==> config.mk <==
export PLATFORM = sky130hd
export DESIGN_NAME = arc_owner_track
export DESIGN_NICKNAME = d
export VERILOG_FILES = /design/src/rtl/atom_race_pkg.sv /design/src/rtl/arc_owner_track.sv
export SDC_FILE = /design/constraint.sdc
export NUM_CORES = 1
export LEC_CHECK = 0
export CORE_AREA = 2 2 39 41
export CTS_CLUSTER_SIZE = 8
export DETAILED_ROUTE_END_ITERATION = 8
export DIE_AREA = 0 0 41 43
export SYNTH_ARGS = -nofsm -noshare
export SYNTH_HDL_FRONTEND = slang
export SYNTH_SLANG_ARGS = --single-unit
==> constraint.sdc <==
create_clock -name clk -period 1.2 [get_ports clk]
set_clock_uncertainty 0.15 [all_clocks]
set_input_delay 0.24 -clock clk [delete_from_list [all_inputs] [get_ports clk]]
set_output_delay 0.24 -clock clk [all_outputs]
set_load 0.01 [all_outputs]
==> src/rtl/atom_race_pkg.sv <==
package atom_race_pkg;
  typedef enum logic [1:0] {
    EV_OTHER = 2'd0,
    EV_OPEN  = 2'd1,
    EV_CLOSE = 2'd2
  } ev_kind_t;
endpackage

==> src/rtl/arc_owner_track.sv <==
module arc_owner_track
  import atom_race_pkg::*;
#(
  parameter int SRC_W = 4
) (
  input  logic             clk,
  input  logic             rst_n,
  input  logic             fire,
  input  ev_kind_t         kind,
  input  logic [SRC_W-1:0] src,
  output logic             race,
  output logic             busy
);
  logic [SRC_W-1:0] owner_q;
  logic             busy_q;
  logic             foreign;

  assign foreign = busy_q && (src != owner_q);
  assign race    = fire && (kind != EV_OTHER) && foreign;
  assign busy    = busy_q;

  always_ff @(posedge clk or negedge rst_n) begin
    if (!rst_n) begin
      busy_q  <= 1'b0;
      owner_q <= '0;
    end else if (fire) begin
      case (kind)
        EV_OPEN: begin
          busy_q  <= 1'b1;
          owner_q <= src;
        end
        EV_CLOSE: begin
          if (busy_q) busy_q <= 1'b0;
        end
        default: ;
      endcase
    end
  end


  owner_swap_chk: assert property (@(posedge clk) disable iff (!rst_n)
    (race && kind == EV_OPEN) |=> (busy_q && owner_q == $past(src)));

  foreign_close_chk: assert property (@(posedge clk) disable iff (!rst_n)
    (race && kind == EV_CLOSE) |=> !busy_q);

  other_keep_chk: assert property (@(posedge clk) disable iff (!rst_n)
    (fire && kind == EV_OTHER) |=> ($stable(busy_q) && $stable(owner_q)));
endmodule

==> results of run 1 <==
-- worst paths after layout --
path                            start          to  slack (ns)  cells past startpoint
max reg2reg                owner_q[3]  owner_q[3]        0.17                      2
max                        owner_q[3]        race       -0.47                      4
min reg2reg                owner_q[1]  owner_q[1]        0.38                      1
min                             rst_n  owner_q[1]        0.07                      1
max in group asynchronous       rst_n  owner_q[0]        0.64                      1
min in group clk              kind[1]        busy        0.17                      3
-- kinds of logic (layout without fill, tap and decap cells) --
kind of cell    after synthesis  after routing
flops                         5              5
mux                           4              4
xor+xnor                      4              4
fa+ha+maj                     3              3
simple gates                  4              4
buf+inv                       2             23
compound gates                2              2
-- cells in the final DEF (no fill, tap or decap), drive strengths merged --
cell and count:
buf 10, dfrtp 5, dlygate4sd2 5, xor2 4, mux2 4, clkbuf 4, ha 3, inv 2
nand2 2, nor4 1, nor3 1, a21oi 1, a31oi 1, clkdlybuf4s15 1, clkdlybuf4s50 1
-- cell type report --
type	count	area, um2	area share (%)
multi-input combinational	17	183	35.4
tap	16	20.0	3.87
clock buffer	4	26.3	5.08
inverter	2	7.51	1.45
timing repair buffer	17	155	30.0
sequential	5	125	24.2
-- timing repair --
action                                  in CTS  in global routing
pin swaps                                    6                  5
gates resized for setup                     26                  2
endpoints found under the setup margin       7                  6
setup buffers                                1                  1
-- cell usage after synthesis, drive strengths merged --
cell type,number
dfrtp,5
mux2,4
xor2,4
ha,3
inv,2
nand2,2
a21oi,1
a31oi,1
nor3,1
nor4,1
-- routing by layer --
layer | track usage, % | wire, um | vias up
li1 | - | - | 124
met1 | 11.4 | 272 | 107
met2 | 11.9 | 260 | 9
met3 | 4.19 | 61 | 0
met4 | 8.00 | 0 | 0
met5 | 0 | 0 | -
-- state kept, by name, indices dropped and copies added (netlist names) --
signal   cells
busy         1
owner_q      4
-- where the power goes --
group | internal [W] | switching, W | total, W
logic | 0.000115 | 0.0000625 | 0.000178
clock network | 0.000126 | 0.0000669 | 0.000192
registers | 0.000200 | 0.0000206 | 0.000221
-- per-stage QoR --
step	hold WS (ns)	std cells	worst slack, ns	util, %
2_1_floorplan	-0.206	24	-0.0480	-
3_3_place_gp	0.326	55	-0.951	32.9
3_5_place_dp	0.332	55	-0.947	32.9
4_1_cts	0.0812	60	-0.538	36.3
5_1_grt	0.0880	61	-0.571	37.3
6_report	0.0727	61	-0.473	37.3
==> results.ini, run 1 <==
[worst_setup_path]
cpPeakStageDelay_ns = 0.38
endpoint_kind = output pin
worst-setup-path-type = flip-flop to output pin
cpLargestDelayFamily = flip-flops
crit_path_cell_trace = xor2_1 > nor4_1 > nor3_1 > buf_2
slowest_stage = dfrtp_1
arrival_ns = 1.28
crit_required_ns = 0.81
path_buf_inv = 1
crit_fanout = 2
critPathLaunchType = flip-flop

[logic_synthesis]
yosysTopAreaCellShare_pct = 42.0
synth_area_leaders = dfrtp_1, mux2_4, ha_1
synth_area_per_cell_um2 = 12.4
synth_fa_ha_area_share_pct = 12.6
synth_compound_area_share_pct = 3.78
synth_top_family_by_area = multiplexers
synthCells = 24
synthXorXnorAreaFrac_pct = 11.8
muxShareOfSynthArea_pct = 20.2
yosys_warnings = 0
syn_nets = 36
synth_cell_types = 11
syn_area_um2 = 298
ys_seq_elements = 5
synth_area_leader_cell = dfrtp_1
synthSimpleGateAreaFrac_pct = 7.14
yosysSeqAreaShare_pct = 42.0

[floorplanning]
dieArea_mm2 = 0.00176
die_w_um = 41
initial_core_util_pct = 21.5
ios = 11
fp-row-count = 14
die_height_um = 43
core_area_mm2 = 0.00138

[finish]
syn_to_final_growth_pct = 73.5
fillers = 145
diodes = 0
layout.nets = 58
layout-drive-gt1-share_pct = 44.4
fin_area_um2 = 517

[route]
finalWirelength_um = 595
drc = 0
drtIter0Drc = 3
vias = 240
ant_nets = 0
routed_via_density = 3.93
dr.pass1.iters = 2
wl_per_cell_um = 9.75

[placement]
place_area_um2 = 455
gp_congestion = 0.675
io_buffers = 10
hpwl_um = 462

[power_and_ir_drop]
p_leak_nw = 0.265
p_total_w = 0.000591
p_per_area_mw_per_mm2 = 1140
peakVddDrop_mv = 0.359

[timing]
tns_ns = -0.515
setup_slack_ns = -0.473
max_clock_freq_mhz = 598
report.final.slew_viol_count = 0
fin_crit_sh_pct = 139
hold_viol_final = 0
rsz0062_at_grt = true
min_period_ns = 1.67
relSlewSlack_pct = 83.1
worstMarginPinSlew_ns = 0.252
setup_viol = 2

[clock_network]
cts_tree = built
root_buffer = clkbuf_4
hold_buffers = 0
numCtsBuffers = 3
cts_htree_levels = 1
cts_sinks = 5
cts_max_path_buffers = 2
insertion_delay_ns = 0.23
clk_pin_slew_ns = 0.04

[outcome]
status = finished with violations
violations = setup timing

[global_routing]
grt_overflow = 0
grt_pass1_vias = 246
grt_pass1_wl_um = 1040
grt_max_degree = 6
grt_use_total_pct = 9.38
antenna_found_initial = 0

[worst_hold_path]
min_path_type = input pin to async pin

[flow_run]
maxCapViolCount = 0

No activity file was read; power rests on OpenSTA's default activity.
==> inputs of run 2 (changes only) <==
PLACE_DENSITY = 0.56   (was default)
==> results.ini, run 2 (synthesis gave the netlist of run 1 again) <==
[timing]
fin_crit_sh_pct = 139  ; -0.47 points
worstMarginPinSlew_ns = 0.252  ; +0.000145 ns
tns_ns = -0.515  ; +0.0000380 ns
hold_viol_final = 0  ; unchanged
setup_viol = 2  ; unchanged
setup_slack_ns = -0.467  ; +0.00561 ns
rsz0062_at_grt = true
max_clock_freq_mhz = 600  ; +0.34%
relSlewSlack_pct = 83.1  ; about the same
min_period_ns = 1.67  ; -0.00561 ns
report.final.slew_viol_count = 0  ; unchanged

[finish]
largest_register = owner_q
diodes = 0  ; unchanged
multi_input_area_um2 = 183  ; unchanged
most-common-layout-cells = dfrtp_1, dlygate4sd2_1, xor2_1, mux2_4, buf_6
largest_reg_flops = 4  ; unchanged
layout.nets = 57  ; -1.7%
fillers = 147  ; +1.4%
layout-drive-gt1-share_pct = 40.9  ; -3.5 points
syn_to_final_growth_pct = 69.7
register_area_um2 = 125  ; unchanged

[worst_setup_path]
r2r_cells = 2  ; unchanged
r2r_slack_ns = 0.15  ; -0.02 ns
reg2reg_from = owner_q[0]
cpLargestDelayFamily = flip-flops
arrival_ns = 1.28  ; about the same
slowest_stage = dfrtp_1
crit_fanout = 2  ; unchanged
endpoint_kind = output pin
path_buf_inv = 1  ; unchanged
critPathLaunchType = flip-flop
worst-setup-path-type = flip-flop to output pin
cpPeakStageDelay_ns = 0.39  ; about the same
worst_r2r_endpoint = owner_q[0]
crit_path_cell_trace = xor2_1 > nor4_1 > nor3_1 > buf_2
crit_required_ns = 0.81  ; about the same
cp_num_cells = 4  ; unchanged

[route]
drc = 0  ; unchanged
finalWirelength_um = 692  ; +16%
vias = 255  ; +6.3%
routed_via_density = 4.25  ; +8.0%
ant_nets = 0  ; unchanged
dr.pass1.iters = 2  ; unchanged
drtIter0Drc = 2  ; -1
wl_per_cell_um = 11.5  ; +18%

[global_routing]
grt_use_total_pct = 11.2  ; +1.8 points
grt_pass1_wl_um = 1220  ; +18%
grt_max_degree = 6  ; unchanged
grt_overflow = 0  ; unchanged
antenna_found_initial = 0  ; unchanged
grt_pass1_vias = 296  ; +20%

[outcome]
status = finished with violations
violations = setup timing

[power_and_ir_drop]
p_per_area_mw_per_mm2 = 1180  ; +3.2%
peakVddDrop_mv = 0.456  ; +27%
p_leak_nw = 0.268  ; +1.1%

[floorplanning]
ios = 11  ; unchanged
fp-row-count = 14  ; unchanged
die_w_um = 41  ; unchanged
die_height_um = 43  ; unchanged
dieArea_mm2 = 0.00176  ; unchanged
initial_core_util_pct = 21.5  ; unchanged
core_area_mm2 = 0.00138  ; unchanged

[clock_network]
cts_max_path_buffers = 2  ; unchanged
cts_htree_levels = 1  ; unchanged
cts_tree = built
insertion_delay_ns = 0.25  ; +0.02 ns
numCtsBuffers = 3  ; unchanged
cts_sinks = 5  ; unchanged
root_buffer = clkbuf_4
clk_pin_slew_ns = 0.05  ; about the same

[placement]
gp_congestion = 0.689  ; +2.0%
hpwl_um = 530  ; +15%
pre_cts_ws_ns = -0.897  ; +0.0504 ns
io_buffers = 10  ; unchanged

[flow_run]
maxCapViolCount = 0  ; unchanged

[worst_hold_path]
min_path_type = input pin to async pin

==> run 2: worst max-delay path by stage <==
stage | from | to
final | owner_q[1] | race
after global routing | owner_q[3] | race
after global placement | kind[0] | race
after CTS | owner_q[0] | race
after detailed placement | kind[0] | race
after floorplan | owner_q[1] | race
==> run 2: worst register-to-register path, stage by stage, from the launching register on <==
cell and delay, ns:
dfrtp_1 0.39, buf_4 0.14, mux2_4 0.25
==> run 2: metrics by stage <==
step | std cells | area (um2) | hold slack (ns) | utilization (%) | power [W]
after floorplan | 24 | 298 | -0.206 | - | 0.000303
after global placement | 55 | 455 | 0.324 | 32.9 | 0.000384
after detailed placement | 55 | 455 | 0.336 | 32.9 | 0.000390
after CTS | 60 | 504 | 0.0687 | 36.4 | 0.000611
after global routing | 60 | 505 | 0.0865 | 36.5 | 0.000638
final | 60 | 505 | 0.0711 | 36.5 | 0.000597
==> run 2: layout make-up <==
cell class                      instances  share of cell area, %
Sequential cell                         5                   24.8
Tap cell                               16                   3.96
Timing Repair Buffer                   16                   28.5
Clock buffer                            4                   5.20
Multi-Input combinational cell         17                   36.1
Inverter                                2                   1.49
==> run 2: timing repair <==
action | 4_1_cts | 5_1_grt
setup buffers | 1 | 1
setup endpoints to repair | 7 | 6
hold buffers | 0 | 0
gates resized for setup | 21 | 4
pin swaps | 4 | 3
==> run 2: power breakdown <==
part	internal [W]	switching, W	total, W
sequential	0.000200	0.0000230	0.000223
clock	0.000126	0.0000736	0.000200
combinational	0.000112	0.0000618	0.000174
total	0.000438	0.000158	0.000597
==> run 2: metal layers <==
layer / global-route usage [%] / routed length (um) / up-vias
li1: - / - / 121
met1: 10.6 / 260 / 123
met2: 16.6 / 362 / 11
met3: 8.38 / 69 / 0
met4: 6.00 / 0 / 0
met5: 0 / 0 / -
==> inputs of run 3 (changes only) <==
ABC_AREA = 1   (was default)
CTS_CLUSTER_DIAMETER = 200   (was default)
PLACE_DENSITY = 0.58   (was 0.56)
==> results.ini, run 3 <==
[floorplanning]
fp-row-count = 14  ; unchanged
die_w_um = 41  ; unchanged
dieArea_mm2 = 0.00176  ; unchanged
die_height_um = 43  ; unchanged
ios = 11  ; unchanged
initial_core_util_pct = 23.2  ; +1.7 points
core_area_mm2 = 0.00138  ; unchanged

[logic_synthesis]
yosys_warnings = 0  ; unchanged
synth_area_leaders = dfrtp_1, nand2_1, ha_1
syn_area_um2 = 322  ; +8.0%
syn_nets = 57  ; +58%
synth_area_per_cell_um2 = 7.15  ; -42%
yosysSeqAreaShare_pct = 38.9  ; -3.1 points
async_reset_ff_share_pct = 100  ; unchanged
synth_flop_cell = dfrtp_1
yosysTopAreaCellShare_pct = 38.9  ; -3.1 points
synth_edf_count = 0  ; unchanged
synth_most_common_cell = nand2_1
synth_area_leader_cell = dfrtp_1
synthCells = 45  ; +88%
ys_seq_elements = 5  ; unchanged
synth_cell_types = 12  ; +1
ys_top_cells_by_count = nand2_1, inv_1, dfrtp_1

[power_and_ir_drop]
peakVddDrop_mv = 0.507  ; +11%
p_leak_nw = 0.317  ; +18%
p_per_area_mw_per_mm2 = 1070  ; -9.6%

[placement]
io_buffers = 10  ; unchanged
placedCellCount = 80  ; +45%
gp_congestion = 0.719  ; +4.4%
place_area_um2 = 509  ; +12%
hpwl_um = 534  ; +0.64%
pre_cts_ws_ns = -0.980  ; -0.0832 ns

[clock_network]
cts_htree_levels = 1  ; unchanged
numCtsBuffers = 3  ; unchanged
root_buffer = clkbuf_4
insertion_delay_ns = 0.24  ; about the same
clk_pin_slew_ns = 0.04  ; about the same
cts_sinks = 5  ; unchanged
cts_max_path_buffers = 2  ; unchanged
cts_tree = built

[flow_run]
maxCapViolCount = 0  ; unchanged

[finish]
layout.cells.most_common = nand2_1
largest_reg_flops = 4  ; unchanged
layout.nets = 83  ; +46%
syn_to_final_growth_pct = 73.5
layout-drive-gt1-share_pct = 34.3  ; -6.6 points
final_cells = 86  ; +43%
largest_register = owner_q
diodes = 0  ; unchanged
fin_area_um2 = 558  ; +10%
most-common-layout-cells = nand2_1, buf_4, inv_1

[worst_setup_path]
worst_r2r_endpoint = busy
worst-setup-path-type = flip-flop to output pin
slowest_stage = dfrtp_1
arrival_ns = 1.10  ; -0.18 ns
r2r_cells = 3  ; +1
cpPeakStageDelay_ns = 0.39  ; about the same
cpLargestDelayFamily = flip-flops
crit_start = owner_q[2]
crit_path_cell_trace = inv_1 > nand2_1 > nand2_1 > nor2_2 > a21oi_2 > buf_2
path_buf_inv = 2  ; +1
r2r_slack_ns = 0.26  ; +0.11 ns
reg2reg_from = busy
crit_fanout = 3  ; +1
crit_top_cell = nand2_1
critPathLaunchType = flip-flop
endpoint_kind = output pin
cp_num_cells = 6  ; +2
crit_required_ns = 0.81  ; about the same

[timing]
worstMarginPinSlew_ns = 0.217  ; -0.0349 ns
setup_slack_ns = -0.290  ; +0.177 ns
min_period_ns = 1.49  ; -0.177 ns
report.final.slew_viol_count = 0  ; unchanged
hold_viol_final = 0  ; unchanged
setup_viol = 2  ; unchanged
rsz0062_at_grt = true
max_clock_freq_mhz = 671  ; +12%
fin_crit_sh_pct = 124  ; -15 points
tns_ns = -0.341  ; +0.174 ns
relSlewSlack_pct = 85.5  ; +2.4 points

[global_routing]
antenna_found_initial = 0  ; unchanged
grt_use_total_pct = 9.50  ; -1.7 points
grt_max_degree = 9  ; +3
grt_overflow = 0  ; unchanged
grt_pass1_vias = 268  ; -9.5%
grt_pass1_wl_um = 1060  ; -13%

[worst_hold_path]
min_path_type = input pin to async pin

[route]
ant_nets = 0  ; unchanged
finalWirelength_um = 715  ; +3.3%
drtIter0Drc = 11  ; +9
dr.pass1.iters = 4  ; +2
vias = 346  ; +36%
drc = 0  ; unchanged
routed_via_density = 4.02  ; -5.3%
wl_per_cell_um = 8.31  ; -28%

[outcome]
status = finished with violations
violations = setup timing

-- run 3: cell types whose count changed in the layout (fill, tap and decap cells not counted), moves of 2 or more --
cell,delta
xor2_1,-4
nor2_2,+2
inv_2,+3
mux2_4,-4
inv_1,+5
o21ai_1,+3
buf_6,-2
buf_4,+7
nand2_1,+15
-- run 3: worst reg2reg max path: stages (launching register included) --
cell	delay, ns
dfrtp_1	0.39
buf_6	0.12
a21oi_1	0.11
a31oi_1	0.05
-- run 3: cell families after synthesis --
kind of cell | count (synthesis) | synth area share (%)
buffers and inverters | 10 | 11.7
adder cells (fa/ha/maj) | 3 | 11.7
flip-flops | 5 | 38.9
AO/OA/AOI/OAI | 7 | 12.5
AND/OR/NAND/NOR | 20 | 25.3
-- run 3: how the worst max path moves through the flow --
| stage | to | slack (ns) |
|---|---|---|
| after detailed placement | race | -0.98 |
| final | race | -0.29 |
| after CTS | race | -0.31 |
| after global routing | race | -0.35 |
| after floorplan | race | 0.01 |
| after global placement | race | -0.94 |
-- run 3: area by class of cell --
class	instances	area [um2]
well taps	16	20.0
inverters	10	37.5
repair buffers	21	176
multi-input cells	30	173
flip-flops and latches	5	125
fillers	149	826
clock buffers	4	26.3
-- run 3: layer usage --
metal / GRT usage [%] / part of all wire [%]
met4: 10.0 / 3.8
met2: 10.3 / 43
met5: 0 / 0
met1: 13.2 / 47
met3: 3.14 / 5.5
-- run 3: repair_timing --
item,4_1_cts,5_1_grt
gates resized for setup,20,3
hold buffers,0,0
pin swaps,4,1
setup buffers,1,1
endpoints found under the setup margin,7,3
-- run 3: per-stage QoR --
step | hold WS (ns) | utilization, % | total power, W
3_3_place_gp | 0.332 | 36.8 | 0.000383
3_5_place_dp | 0.328 | 36.8 | 0.000385
6_report | 0.0626 | 40.3 | 0.000595
5_1_grt | 0.0815 | 40.3 | 0.000628
4_1_cts | 0.0691 | 39.3 | 0.000594
2_1_floorplan | -0.206 | - | 0.000291
-- run 3: power by group --
group	internal (W)	switching (W)
sequential	0.000196	0.0000192
combinational	0.000101	0.0000827
clock	0.000126	0.0000704
